## config.mk

```make
export PLATFORM = sky130hd
export DESIGN_NAME = iq_trig_select
export DESIGN_NICKNAME = d
export VERILOG_FILES = /design/src/rtl/iq_trig_pkg.sv /design/src/rtl/iq_trig_edge.sv /design/src/rtl/iq_trig_cross.sv /design/src/rtl/iq_trig_events.sv /design/src/rtl/iq_trig_select.sv
export SDC_FILE = /design/constraint.sdc
export NUM_CORES = 1
export LEC_CHECK = 0
export BUFFER_PORTS_ARGS = -buffer_cell sky130_fd_sc_hd__buf_2
export CAP_MARGIN = 20
export CORE_AREA = 3 3 63 65
export CTS_CLUSTER_DIAMETER = 40
export DETAILED_ROUTE_END_ITERATION = 8
export DIE_AREA = 0 0 66 68
export GPL_ROUTABILITY_DRIVEN = 0
export GPL_TIMING_DRIVEN = 0
export PLACE_DENSITY = 0.79
export SLEW_MARGIN = 5
export SYNTH_ARGS = -nofsm -noshare
export SYNTH_HDL_FRONTEND = slang
export SYNTH_HIERARCHICAL = 1
export SYNTH_SLANG_ARGS = --single-unit
```

## constraint.sdc

```tcl
create_clock -name clk -period 1.61 [get_ports clk]
set_input_delay 0.322 -clock clk [delete_from_list [all_inputs] [get_ports clk]]
set_output_delay 0.322 -clock clk [all_outputs]
set_load 0.005 [all_outputs]
```

## src/rtl/iq_trig_pkg.sv

```systemverilog
package iq_trig_pkg;
    localparam int SEL_W    = 5;
    localparam int NUM_COND = 1 << SEL_W;

    typedef enum logic [SEL_W-1:0] {
        TS_FCS_ANY, TS_FCS_OK, TS_FCS_BAD,
        TS_SIG_ANY, TS_SIG_OK, TS_SIG_BAD, TS_SIG_HT, TS_SIG_LEG,
        TS_PRE_LONG, TS_PRE_SHORT,
        TS_RSSI_UP, TS_RSSI_DN,
        TS_LOCK_LOST, TS_LOCK_GOT,
        TS_GAIN_UP, TS_GAIN_DN,
        TS_TX_START, TS_TX_DONE,
        TS_BB_RISE, TS_BB_FALL, TS_RF_RISE, TS_RF_FALL,
        TS_ACK_START, TS_ACK_DONE,
        TS_ACK_BB_RISE, TS_ACK_BB_FALL, TS_ACK_RF_RISE, TS_ACK_RF_FALL,
        TS_BB_AMP, TS_RF_AMP,
        TS_DEMOD_TXSTART, TS_DEMOD_BB
    } trig_sel_e;

    // bit positions in the level-edge detector vector
    localparam int E_BB   = 0;
    localparam int E_RF   = 1;
    localparam int E_LOCK = 2;
    localparam int E_NUM  = 3;

    typedef struct packed {
        logic hi;
        logic lo;
    } cross_st_t;
endpackage

```

## src/rtl/iq_trig_edge.sv

```systemverilog
module iq_trig_edge #(
    parameter int N = 3
) (
    input  logic         clk,
    input  logic         rst_n,
    input  logic [N-1:0] lvl,
    output logic [N-1:0] rise,
    output logic [N-1:0] fall
);
    logic [N-1:0] prev_d, prev_q;

    always_comb begin
        prev_d = lvl;
        rise   = lvl & ~prev_q;
        fall   = ~lvl & prev_q;
    end

    always_ff @(posedge clk or negedge rst_n) begin
        if (!rst_n) prev_q <= '0;
        else        prev_q <= prev_d;
    end
endmodule

```

## src/rtl/iq_trig_cross.sv

```systemverilog
module iq_trig_cross
    import iq_trig_pkg::*;
#(
    parameter int W = 11
) (
    input  logic         clk,
    input  logic         rst_n,
    input  logic [W-1:0] val,
    input  logic [W-1:0] th,
    output logic         up,
    output logic         dn
);
    cross_st_t st_d, st_q;

    always_comb begin
        st_d.hi = (val > th);
        st_d.lo = (val < th);
        up      = st_d.hi & ~st_q.hi;
        dn      = st_d.lo & ~st_q.lo;
    end

    always_ff @(posedge clk or negedge rst_n) begin
        if (!rst_n) st_q <= '0;
        else        st_q <= st_d;
    end
endmodule

```

## src/rtl/iq_trig_events.sv

```systemverilog
module iq_trig_events
    import iq_trig_pkg::*;
#(
    parameter int RSSI_W = 11,
    parameter int AMP_W  = 16
) (
    input  logic              fcs_stb,
    input  logic              fcs_pass,
    input  logic              sig_stb,
    input  logic              sig_pass,
    input  logic              sig_ht,
    input  logic              pre_long,
    input  logic              pre_short,
    input  logic              rssi_up,
    input  logic              rssi_dn,
    input  logic              gain_up,
    input  logic              gain_dn,
    input  logic [E_NUM-1:0]  rise,
    input  logic [E_NUM-1:0]  fall,
    input  logic              tx_start,
    input  logic              tx_done,
    input  logic              tx_bb_busy,
    input  logic              tx_rf_busy,
    input  logic              tx_need_ack,
    input  logic [AMP_W-1:0]  alt_amp,
    input  logic [RSSI_W-1:0] rssi_th,
    input  logic              rx_demod_busy,
    output logic [NUM_COND-1:0] ev
);
    localparam int CMP_W = (AMP_W > RSSI_W) ? AMP_W : RSSI_W;

    logic [CMP_W-1:0] amp_ext, th_ext;
    logic             amp_hi;
    logic [5:0]       tx_ev;

    always_comb begin
        amp_ext = CMP_W'(alt_amp);
        th_ext  = CMP_W'(rssi_th);
        amp_hi  = (amp_ext > th_ext);

        tx_ev = {fall[E_RF], rise[E_RF], fall[E_BB], rise[E_BB], tx_done, tx_start};

        ev = '0;
        ev[TS_FCS_ANY]   = fcs_stb;
        ev[TS_FCS_OK]    = fcs_stb & fcs_pass;
        ev[TS_FCS_BAD]   = fcs_stb & ~fcs_pass;
        ev[TS_SIG_ANY]   = sig_stb;
        ev[TS_SIG_OK]    = sig_stb & sig_pass;
        ev[TS_SIG_BAD]   = sig_stb & ~sig_pass;
        ev[TS_SIG_HT]    = sig_stb & sig_ht;
        ev[TS_SIG_LEG]   = sig_stb & ~sig_ht;
        ev[TS_PRE_LONG]  = pre_long;
        ev[TS_PRE_SHORT] = pre_short;
        ev[TS_RSSI_UP]   = rssi_up;
        ev[TS_RSSI_DN]   = rssi_dn;
        ev[TS_LOCK_LOST] = fall[E_LOCK];
        ev[TS_LOCK_GOT]  = rise[E_LOCK];
        ev[TS_GAIN_UP]   = gain_up;
        ev[TS_GAIN_DN]   = gain_dn;
        for (int i = 0; i < 6; i++) begin
            ev[int'(TS_TX_START) + i]  = tx_ev[i];
            ev[int'(TS_ACK_START) + i] = tx_ev[i] & tx_need_ack;
        end
        ev[TS_BB_AMP]        = tx_bb_busy & amp_hi;
        ev[TS_RF_AMP]        = tx_rf_busy & amp_hi;
        ev[TS_DEMOD_TXSTART] = rx_demod_busy & tx_start;
        ev[TS_DEMOD_BB]      = rx_demod_busy & tx_bb_busy;
    end
endmodule

```

## src/rtl/iq_trig_select.sv

```systemverilog
module iq_trig_select
    import iq_trig_pkg::*;
#(
    parameter int RSSI_W = 11,
    parameter int GAIN_W = 7,
    parameter int AMP_W  = 16
) (
    input  logic              clk,
    input  logic              rst_n,
    input  logic [SEL_W-1:0]  cfg_sel,
    input  logic [RSSI_W-1:0] cfg_rssi_th,
    input  logic [GAIN_W-1:0] cfg_gain_th,
    input  logic              fcs_stb,
    input  logic              fcs_pass,
    input  logic              sig_stb,
    input  logic              sig_pass,
    input  logic              sig_ht,
    input  logic              pre_long,
    input  logic              pre_short,
    input  logic [RSSI_W-1:0] rssi,
    input  logic [GAIN_W:0]   agc_word,
    input  logic              tx_start,
    input  logic              tx_done,
    input  logic              tx_bb_busy,
    input  logic              tx_rf_busy,
    input  logic              tx_need_ack,
    input  logic [AMP_W-1:0]  alt_amp,
    input  logic              rx_demod_busy,
    output logic              trig
);
    localparam int LOCK_BIT = GAIN_W;

    logic [E_NUM-1:0]    lvl, rise, fall;
    logic                rssi_up, rssi_dn, gain_up, gain_dn;
    logic [NUM_COND-1:0] ev;
    logic                trig_d, trig_q;

    always_comb begin
        lvl         = '0;
        lvl[E_BB]   = tx_bb_busy;
        lvl[E_RF]   = tx_rf_busy;
        lvl[E_LOCK] = agc_word[LOCK_BIT];
    end

    iq_trig_edge #(.N(E_NUM)) u_edge (
        .clk(clk), .rst_n(rst_n), .lvl(lvl), .rise(rise), .fall(fall)
    );

    iq_trig_cross #(.W(RSSI_W)) u_rssi_x (
        .clk(clk), .rst_n(rst_n), .val(rssi), .th(cfg_rssi_th),
        .up(rssi_up), .dn(rssi_dn)
    );

    iq_trig_cross #(.W(GAIN_W)) u_gain_x (
        .clk(clk), .rst_n(rst_n), .val(agc_word[GAIN_W-1:0]), .th(cfg_gain_th),
        .up(gain_up), .dn(gain_dn)
    );

    iq_trig_events #(.RSSI_W(RSSI_W), .AMP_W(AMP_W)) u_events (
        .fcs_stb(fcs_stb), .fcs_pass(fcs_pass),
        .sig_stb(sig_stb), .sig_pass(sig_pass), .sig_ht(sig_ht),
        .pre_long(pre_long), .pre_short(pre_short),
        .rssi_up(rssi_up), .rssi_dn(rssi_dn),
        .gain_up(gain_up), .gain_dn(gain_dn),
        .rise(rise), .fall(fall),
        .tx_start(tx_start), .tx_done(tx_done),
        .tx_bb_busy(tx_bb_busy), .tx_rf_busy(tx_rf_busy),
        .tx_need_ack(tx_need_ack), .alt_amp(alt_amp),
        .rssi_th(cfg_rssi_th), .rx_demod_busy(rx_demod_busy),
        .ev(ev)
    );

    always_comb begin
        trig_d = ev[cfg_sel];
    end

    always_ff @(posedge clk or negedge rst_n) begin
        if (!rst_n) trig_q <= 1'b0;
        else        trig_q <= trig_d;
    end

    assign trig = trig_q;
endmodule

```

==> flow_summary.json, run 1 <==
{
  "nets": 378,
  "syn_area_um2": 1645,
  "hold_viol": 0,
  "synth_most_common_cell": "inv_1",
  "crit_arrival_ns": 2.18,
  "setup_violations": 1,
  "core_area_um2": 3390,
  "tightestPinTransition_ns": 0.3748,
  "worst_path_max_delay_cell": "a2111oi_4",
  "drv_cap": 0,
  "fillers": 290,
  "clock_tree.buffer_depth": 2,
  "required_ns": 1.74,
  "diodes": 0,
  "multi_input_area_um2": 1309,
  "drive_above_1_share_pct": 48.18,
  "hold_depth": 1,
  "start_util_pct": 48.54,
  "ys_seq_elements": 8,
  "syn2layout_area_growth_pct": 42.51,
  "ys_seq_area_share_pct": 12.17,
  "htreeDepth": 1,
  "status": "complete, but fails checks",
  "path_clk_slew_ns": 0.05,
  "yosysTopAreaCellShare_pct": 22.05,
  "via_per_inst": 4.881,
  "slew_violations": 0,
  "synth_cells": 200,
  "r2r_slack_ns": 0.07,
  "path_buf_inv": 4,
  "pre_cts_ws_ns": -0.9754,
  "holdCritStartpoint": "agc_word[7]",
  "hold_end": "u_edge/prev_q[2]",
  "synth-edff-count": 0,
  "p_per_area_nw_per_um2": 382.6,
  "ys.warnings.count": 6,
  "endpoint_kind": "register",
  "worstPathCellList": "buf_6 > inv_4 > ha_4 > nand4_1 > buf_4 > inv_2 > a2111oi_4 > nor3_2 > mux2i_1 > a22oi_1 > nand3_1 > nand2_1 > a311o_1",
  "final.setup.worst_slack_ns": -0.4446,
  "grt_pass1_vias": 1452,
  "syn_nets": 302,
  "rr_startpoint": "u_edge/prev_q[0]",
  "antenna_found_initial": 0,
  "wl_per_cell_um": 11.39,
  "grt_pass1_wl_mm": 5.892,
  "violations": "negative setup slack",
  "dr.pass1.iters": 4,
  "row_count": 21,
  "fp.dieW_um": 66,
  "setup-tns-final_ns": -0.4446,
  "slew_headroom_pct": 75.02,
  "min_period_ns": 2.055,
  "fmax_mhz": 486.7,
  "crit_family": "compound AO/OA/AOI/OAI gates",
  "ant_nets": 0,
  "clk_latency_ns": 0.25,
  "fin_crit_sh_pct": 127.6,
  "crit_type": "in -> reg",
  "grt_overflow": 0,
  "vias": 1562,
  "yosys-top-cells-area": "ha_1, dfrtp_1, mux2i_1",
  "rsz0062_at_grt": "true",
  "drtIter0Drc": 36,
  "start_kind": "primary input",
  "ys.flop_type": "dfrtp_1",
  "post-route-drc-count": 0,
  "synth_cell_types": 37,
  "hp-class": "in -> reg",
  "cp_max_fo": 4,
  "power.leakage_uw": 0.001208,
  "dpl.hpwl_mm": 3.158,
  "async_flop_share_pct": 100.0,
  "worst-r2r-cell-count": 7,
  "grt_max_degree": 11,
  "cts_tree": "done",
  "root_buffer": "clkbuf_4",
  "finalClockSkew_ns": 0.002281,
  "final_core_util_pct": 69.18,
  "die_area_um2": 4488,
  "synth_area_leader_cell": "ha_1",
  "cts.sinks": 8,
  "ir_drop_mv": 0.2055,
  "gr-usage-all-layers_pct": 16.57,
  "io_buffers": 70,
  "r2r_end": "trig",
  "synth_commonest_cells": "inv_1, ha_1, buf_4, mux2i_1, and2_1",
  "avgSynthCellArea_um2": 8.227,
  "die_y_um": 68,
  "routed_wl_mm": 3.644,
  "ios": 74,
  "cpPeakStageDelay_ns": 0.38,
  "seqCellArea_um2": 200.2,
  "numCtsBuffers": 3
}
what timing repair did:
item,4_1_cts,5_1_grt
hold buffers,1,0
resized for setup,29,1
pin swaps,17,0
endpoints found under the setup margin,1,1
hold endpoints to repair,8,0
buffers inserted,2,0
layout by cell type (no fill, tap or decap), types with 2 or more instances in the layout:
cell type | synthesis | layout
buf_8 | 0 | 4
nand2_1 | 11 | 11
inv_2 | 0 | 6
inv_4 | 0 | 2
nor2_1 | 5 | 5
and2_1 | 12 | 12
nand4_1 | 5 | 5
buf_4 | 16 | 16
a21oi_2 | 4 | 4
nor2b_1 | 6 | 6
and2b_2 | 6 | 6
a21oi_1 | 9 | 9
nand3_1 | 8 | 8
a211oi_1 | 4 | 4
buf_6 | 1 | 10
inv_1 | 32 | 21
nor3_2 | 0 | 2
ha_1 | 29 | 19
buf_2 | 0 | 57
nand3b_1 | 2 | 2
a22oi_1 | 4 | 4
clkbuf_4 | 0 | 3
mux2i_1 | 16 | 16
a211oi_2 | 2 | 2
dfrtp_1 | 8 | 8
ha_4 | 0 | 10
area by class of cell:
cell class / count / area share (%)
multi-input cells: 142 / 55.82
plain buffers: 16 / 5.816
inverters: 32 / 6.297
flip-flops and latches: 8 / 8.538
clock buffers: 3 / 0.9605
well taps: 46 / 2.455
repair buffers: 73 / 20.12
registers in the layout, summed over array words and instances, names as in the netlist:
name           flops
u_gain_x/st_q      2
u_edge/prev_q      3
trig               1
u_rssi_x/st_q      2
layer usage:
layer  up-vias  track usage, %  share of wire (%)
li1        828               -                  -
met1       690           17.73                 39
met2        44           32.92                 52
met3         0           5.583                8.7
met4         0          0.7614                  0
met5         -               0                  0
how the worst max path moves through the flow:
stage / slack [ns] / startpoint / end / cells after the start
6_report: -0.44 / cfg_rssi_th[9] / trig / 13
5_1_grt: -0.55 / cfg_rssi_th[7] / trig / 13
4_1_cts: -0.43 / cfg_rssi_th[7] / trig / 13
3_5_place_dp: -0.98 / cfg_rssi_th[8] / trig / 13
3_3_place_gp: -0.92 / cfg_rssi_th[8] / trig / 13
2_1_floorplan: -0.49 / cfg_rssi_th[8] / trig / 12
where the power goes:
part	switching [µW]	leakage [µW]	internal [µW]	total, µW
registers	6.59	0.0000938	222	228
clock network	65.5	0.0000138	85.1	151
logic	225	0.00110	293	518
total	297	0.00121	600	897
kinds of logic after synthesis:
logic type | Yosys count | synth area share (%)
AND/OR/NAND/NOR | 64 | 22.59
multiplexers | 16 | 9.734
adder cells (fa/ha/maj) | 29 | 22.05
AO/OA/AOI/OAI | 33 | 16.96
buffers and inverters | 50 | 16.50
flip-flops | 8 | 12.17
stage by stage:
| stage | instance area [µm²] | hold slack [ns] | total power [µW] | cells |
|---|---|---|---|---|
| after floorplan | 1780 | 0.02641 | 554.2 | 200 |
| after global placement | 2188 | 0.1710 | 710.1 | 316 |
| after detailed placement | 2188 | 0.1742 | 723.1 | 316 |
| after CTS | 2345 | 0.1904 | 906.5 | 320 |
| after global routing | 2345 | 0.1871 | 984.7 | 320 |
| final | 2345 | 0.1950 | 897.0 | 320 |
Note: power is estimated with default switching activity, not from simulation.
==> inputs of run 2 (changes only) <==
ABC_AREA = 1   (was unset)
CORE_AREA = 3 3 65 67   (was 3 3 63 65)
DIE_AREA = 0 0 68 70   (was 0 0 66 68)
==> run 2 against run 1 <==
Effect of this change: the flow still finishes with violations (negative setup slack); die area grew 6.1%; global-route usage grew 0.83 points; setup slack gained 0.39 ns; combinational power grew 28%; critical path type unchanged; clock power grew 56%; final cell count grew 33%.
==> flow_summary.json, run 2 <==
{
  "syn_nets": 402,
  "ant_nets": 0,
  "largestRegisters": "u_edge/prev_q: 3 flops, u_gain_x/st_q: 2 flops, u_rssi_x/st_q: 2 flops",
  "setup_violations": 1,
  "syn_area_um2": 1778,
  "via_per_inst": 4.568,
  "grt_overflow": 0,
  "gr-usage-all-layers_pct": 17.40,
  "slew_violations": 0,
  "yosys-top-cells-area": "ha_1, nand2_1, inv_1",
  "synth_commonest_cells": "nand2_1, inv_1, ha_1",
  "routed_wl_mm": 4.323,
  "violations": "negative setup slack",
  "grt_pass1_wl_mm": 6.734,
  "final_common_cell": "nand2_1",
  "synth_cells": 300,
  "layout_common_cells": "nand2_1, buf_2, inv_1, nand3_1, nand2_2",
  "root_buffer": "clkbuf_8",
  "worst_path_max_delay_cell": "ha_1",
  "fp.dieW_um": 68,
  "ios": 74,
  "wl_per_cell_um": 10.15,
  "row_count": 22,
  "hold_depth": 1,
  "core_area_um2": 3689,
  "fmax_mhz": 599.3,
  "r2r_slack_ns": 0.42,
  "fin_crit_sh_pct": 103.6,
  "crit_type": "in -> reg",
  "synth_cell_types": 22,
  "min_period_ns": 1.669,
  "drive_above_1_share_pct": 47.62,
  "rr_startpoint": "u_edge/prev_q[1]",
  "finalClockSkew_ns": 0.003026,
  "dpl.hpwl_mm": 3.193,
  "cp_max_fo": 2,
  "synth-edff-count": 0,
  "cpMostUsedCell": "nand2_1",
  "worstPathCellList": "buf_2 > ha_1 > nand2_1 > inv_1 > o21ai_1 > nand2_1 > nor2_1 > nand2_1 > nand2_1 > nor2_1 > nand2_1 > nand3_1 > nand3_1 > nand2_1 > nand2_1 > nand2_1 > nand2_1 > nand2_1",
  "diodes": 0,
  "ir_drop_mv": 0.2307,
  "grt_pass1_vias": 1761,
  "synth_area_leader_cell": "ha_1",
  "die_y_um": 70,
  "syn2layout_area_growth_pct": 52.85,
  "hold_end": "u_edge/prev_q[2]",
  "io_buffers": 69,
  "cts_tree": "done",
  "ys_seq_area_share_pct": 11.26,
  "pre_cts_ws_ns": -0.4070,
  "r2r_end": "trig",
  "hold_viol": 0,
  "drtIter0Drc": 74,
  "path_clk_slew_ns": 0.04,
  "hp-class": "in -> reg",
  "cpPeakStageDelay_ns": 0.31,
  "final.setup.worst_slack_ns": -0.05868,
  "nets": 482,
  "use_met2_pct": 31.16,
  "largest_reg_flops": 3,
  "p_per_area_nw_per_um2": 415.1,
  "htreeDepth": 1,
  "grt_util_met3_pct": 1.608,
  "met1_usage_pct": 20.96,
  "clock_tree.buffer_depth": 2,
  "ys.warnings.count": 6,
  "start_kind": "primary input",
  "cp-startpoint": "alt_amp[9]",
  "power.leakage_uw": 0.001596,
  "largest-register": "u_edge/prev_q",
  "top_usage_layer": "met2",
  "ys_seq_elements": 8,
  "crit_arrival_ns": 1.78,
  "grt_max_degree": 11,
  "holdCritStartpoint": "agc_word[7]",
  "dr.pass1.iters": 4,
  "p_total_uw": 1128,
  "tightestPinTransition_ns": 0.1907,
  "rsz0062_at_grt": "true",
  "avgSynthCellArea_um2": 5.927,
  "vias": 1946,
  "cts.sinks": 8,
  "drv_cap": 0,
  "antenna_found_initial": 0,
  "yosysTopAreaCellShare_pct": 20.41,
  "die_area_um2": 4760,
  "status": "complete, but fails checks",
  "endpoint_kind": "register",
  "worst-r2r-cell-count": 11,
  "numCtsBuffers": 3,
  "required_ns": 1.72,
  "async_flop_share_pct": 100.0,
  "start_util_pct": 48.20,
  "clk_latency_ns": 0.23,
  "post-route-drc-count": 0,
  "slew_headroom_pct": 87.29,
  "ys.flop_type": "dfrtp_1",
  "synth_most_common_cell": "nand2_1",
  "fillers": 295
}
==> run 2: cell count changes in the layout (fill, tap and decap cells not counted), sizes merged, moves of 4 or more <==
cell,before,now
inv,31,76
mux2i,16,0
a22oi,4,0
a211oi,6,0
nand3,8,28
nor2b,6,0
nor2,5,27
a21oi,14,7
nand2,11,100
and2b,7,0
buf,88,94
and2,13,0
==> run 2: timing repair <==
item,CTS,global route
setup buffers,5,2
endpoints found under the setup margin,1,2
hold endpoints to repair,8,0
gates resized for setup,24,46
pin swaps,23,35
hold buffers,1,0
==> run 2: report_power, final <==
| group | switching, µW | total, µW | leakage [µW] | internal (µW) |
|---|---|---|---|---|
| Clock | 73.9 | 235 | 0.0000216 | 162 |
| Combinational | 321 | 664 | 0.00148 | 343 |
| Sequential | 6.91 | 229 | 0.0000942 | 222 |
| Total | 402 | 1130 | 0.00160 | 726 |
==> run 2: cell families after synthesis <==
| kind of cell | Yosys count | synth area share (%) |
|---|---|---|
| AOI/OAI and AO/OA | 9 | 2.956 |
| DFF | 8 | 11.26 |
| buffers and inverters | 96 | 25.76 |
| adders and majority gates | 29 | 20.41 |
| and+or+nand+nor | 158 | 39.62 |
==> run 2: worst max-delay path, delay by kind of cell <==
family                   cells  cell delay, ns
AND/OR/NAND/NOR             14            0.91
buffers and inverters        2            0.13
AO/OA/AOI/OAI                1            0.11
adder cells (fa/ha/maj)      1            0.31
==> run 2: metal layers <==
layer | wire (µm) | up-vias | share of wire (%)
li1 | - | 1039 | -
met1 | 1693 | 853 | 39
met2 | 2328 | 46 | 54
met3 | 203 | 8 | 4.7
met4 | 98 | 0 | 2.3
met5 | 0 | - | 0
==> run 2: cell type report <==
class | instances | area, µm² | area share, %
multi-input cells | 196 | 1428 | 52.53
repair buffers | 76 | 505.5 | 18.60
inverters | 76 | 322.8 | 11.88
flip-flops and latches | 8 | 200.2 | 7.366
plain buffers | 19 | 160.2 | 5.893
well taps | 48 | 60.06 | 2.210
clock buffers | 3 | 41.29 | 1.519
==> run 2: worst max path at each step <==
stage / slack [ns] / endpoint / cells after the start
after global placement: -0.39 / trig / 19
after CTS: -0.03 / trig / 19
after floorplan: -0.06 / trig / 18
after global routing: -0.26 / trig / 20
final: -0.06 / trig / 18
after detailed placement: -0.41 / trig / 19
==> run 2: stage by stage <==
step	hold slack, ns	std cells	util, %	instance area [µm²]	TNS, ns
floorplan	0.02641	300	-	1917	-0.06130
global placement	0.1709	417	62.96	2322	-0.3936
detailed placement	0.1725	417	62.96	2322	-0.4070
CTS	0.2283	425	68.59	2530	-0.03182
global route	0.2334	426	73.68	2718	-0.2569
finish	0.2347	426	73.68	2718	-0.05868
==> inputs of run 3 (changes only) <==
CORE_AREA = 3 3 77 79   (was 3 3 65 67)
DIE_AREA = 0 0 80 82   (was 0 0 68 70)
PLACE_DENSITY = unset   (was 0.79)
==> run 3 against run 2 <==
Effect of this change: the run still ends with negative setup slack left; register-to-register slack about the same; count of clock-buffer cells in the layout unchanged; power decreased by 3.9%; via count decreased by 4.7%; sequential share of layout area about the same; sequential cell count unchanged; critical path depth increased by 1; setup slack improved by 0.037 ns; clock skew decreased by 0.0025 ns; largest power group unchanged.
==> flow_summary.json, run 3 (synthesis gave the netlist of run 2 again) <==
{
  "syn2layout_area_growth_pct": 52.15,
  "dr.pass1.iters": 4,
  "grt_overflow": 0,
  "antenna_found_initial": 0,
  "hold_viol": 0,
  "via_per_inst": 4.169,
  "fillers": 548,
  "gr-usage-all-layers_pct": 13.33,
  "cpMostUsedCell": "nand2_1",
  "htreeDepth": 1,
  "drive_above_1_share_pct": 46.65,
  "cp_max_fo": 2,
  "seqCellArea_um2": 200.2,
  "start_kind": "primary input",
  "drtIter0Drc": 25,
  "power.leakage_uw": 0.001553,
  "crit_arrival_ns": 1.79,
  "r2r_slack_ns": 0.41,
  "final.setup.worst_slack_ns": -0.02120,
  "p_per_area_nw_per_um2": 400.6,
  "setup-tns-final_ns": -0.02120,
  "vias": 1855,
  "worstPathCellList": "buf_8 > inv_1 > ha_4 > nand2_2 > nor2_2 > nand2_1 > nand2_1 > nand2_1 > nand2_1 > nand2_1 > nor2_1 > nand2_1 > nand3_2 > nand3_2 > nand2_1 > nand2_1 > nand2_1 > nand2_1 > nand2_1",
  "layout_common_cells": "nand2_1, buf_2, inv_1",
  "fin_cells": 445,
  "cpPeakStageDelay_ns": 0.27,
  "slew_headroom_pct": 86.69,
  "row_count": 27,
  "violations": "negative setup slack",
  "ios": 74,
  "setup_violations": 1,
  "slew_violations": 0,
  "tightestPinTransition_ns": 0.1996,
  "dpl.hpwl_mm": 3.466,
  "grt_max_degree": 11,
  "start_util_pct": 32.89,
  "required_ns": 1.77,
  "routed_wl_mm": 4.258,
  "final_common_cell": "nand2_1",
  "path_clk_slew_ns": 0.04,
  "ant_nets": 0,
  "grt_pass1_wl_mm": 7.279,
  "fmax_mhz": 613.0,
  "drv_cap": 0,
  "die_y_um": 82,
  "cts_tree": "done",
  "fp.dieW_um": 80,
  "hp-class": "in -> reg",
  "post-route-drc-count": 0,
  "io_buffers": 69,
  "root_buffer": "clkbuf_8",
  "fin_crit_sh_pct": 101.3,
  "finalClockSkew_ns": 0.0005136,
  "diodes": 0,
  "min_period_ns": 1.631,
  "largestRegisters": "u_edge/prev_q: 3 flops, u_gain_x/st_q: 2 flops, u_rssi_x/st_q: 2 flops",
  "wl_per_cell_um": 9.569,
  "multi_input_area_um2": 1453,
  "rsz0062_at_grt": "true",
  "cts.sinks": 8,
  "ir_drop_mv": 0.1861,
  "numCtsBuffers": 3,
  "largest_reg_flops": 3,
  "crit_type": "in -> reg",
  "endpoint_kind": "register",
  "grt_pass1_vias": 1879,
  "die_area_um2": 6560,
  "clk_latency_ns": 0.23,
  "worst_path_max_delay_cell": "ha_4",
  "nets": 477,
  "dp_cells": 441,
  "largest-register": "u_edge/prev_q",
  "core_area_um2": 5405,
  "clock_tree.buffer_depth": 2,
  "status": "complete, but fails checks"
}
-- run 3: worst paths after layout --
kind                                       start               end  cells after the start
worst min-delay path                 agc_word[7]  u_edge/prev_q[2]                      1
worst min register to register  u_rssi_x/st_q[1]              trig                      9
worst max-delay path              cfg_rssi_th[6]              trig                     19
worst max register to register  u_edge/prev_q[1]              trig                     11
max in group asynchronous                  rst_n  u_edge/prev_q[0]                      2
min in group asynchronous                  rst_n              trig                      2
-- run 3: per-stage QoR --
step | hold slack (ns) | total power (µW) | instance area, µm² | worst slack [ns] | util, %
after CTS | 0.2250 | 1039 | 2540 | -0.03293 | 46.99
after floorplan | 0.02641 | 573.9 | 1917 | -0.06130 | -
after global placement | 0.1757 | 737.7 | 2352 | -0.4228 | 43.52
after global routing | 0.2279 | 1189 | 2705 | -0.1714 | 50.05
final | 0.2293 | 1084 | 2705 | -0.02120 | 50.05
after detailed placement | 0.1790 | 748.3 | 2352 | -0.4505 | 43.52
-- run 3: worst max-delay path, delay by kind of cell --
family / cells / cell delay, ns
adders and majority gates: 1 / 0.27
buffers and inverters: 2 / 0.17
and+or+nand+nor: 16 / 1.02
-- run 3: what timing repair did --
item                                   CTS  global route
pin swaps                               25            33
endpoints found under the hold margin    8             0
gates resized for setup                 28            31
setup endpoints to repair                1             1
buffers inserted                         0             1
hold buffers                             1             0
-- run 3: power by group --
| group | total [µW] | internal [µW] | switching [µW] |
|---|---|---|---|
| clock network | 242 | 162 | 79.7 |
| logic | 613 | 311 | 302 |
| registers | 229 | 222 | 7.18 |
-- run 3: cell type report --
cell class	instances	area share [%]
multi-input combinational	196	53.70
timing repair buffer	71	16.47
inverter	76	11.66
sequential	8	7.401
buffer	19	5.920
tap	72	3.330
clock buffer	3	1.526
-- run 3: per-layer routing --
metal	global-route usage, %	up-vias	part of all wire, %
li1	-	1026	-
met1	15.85	789	44
met2	25.66	38	52
met3	0.8772	2	4.3
met4	3.547	0	0.33
met5	0	-	0
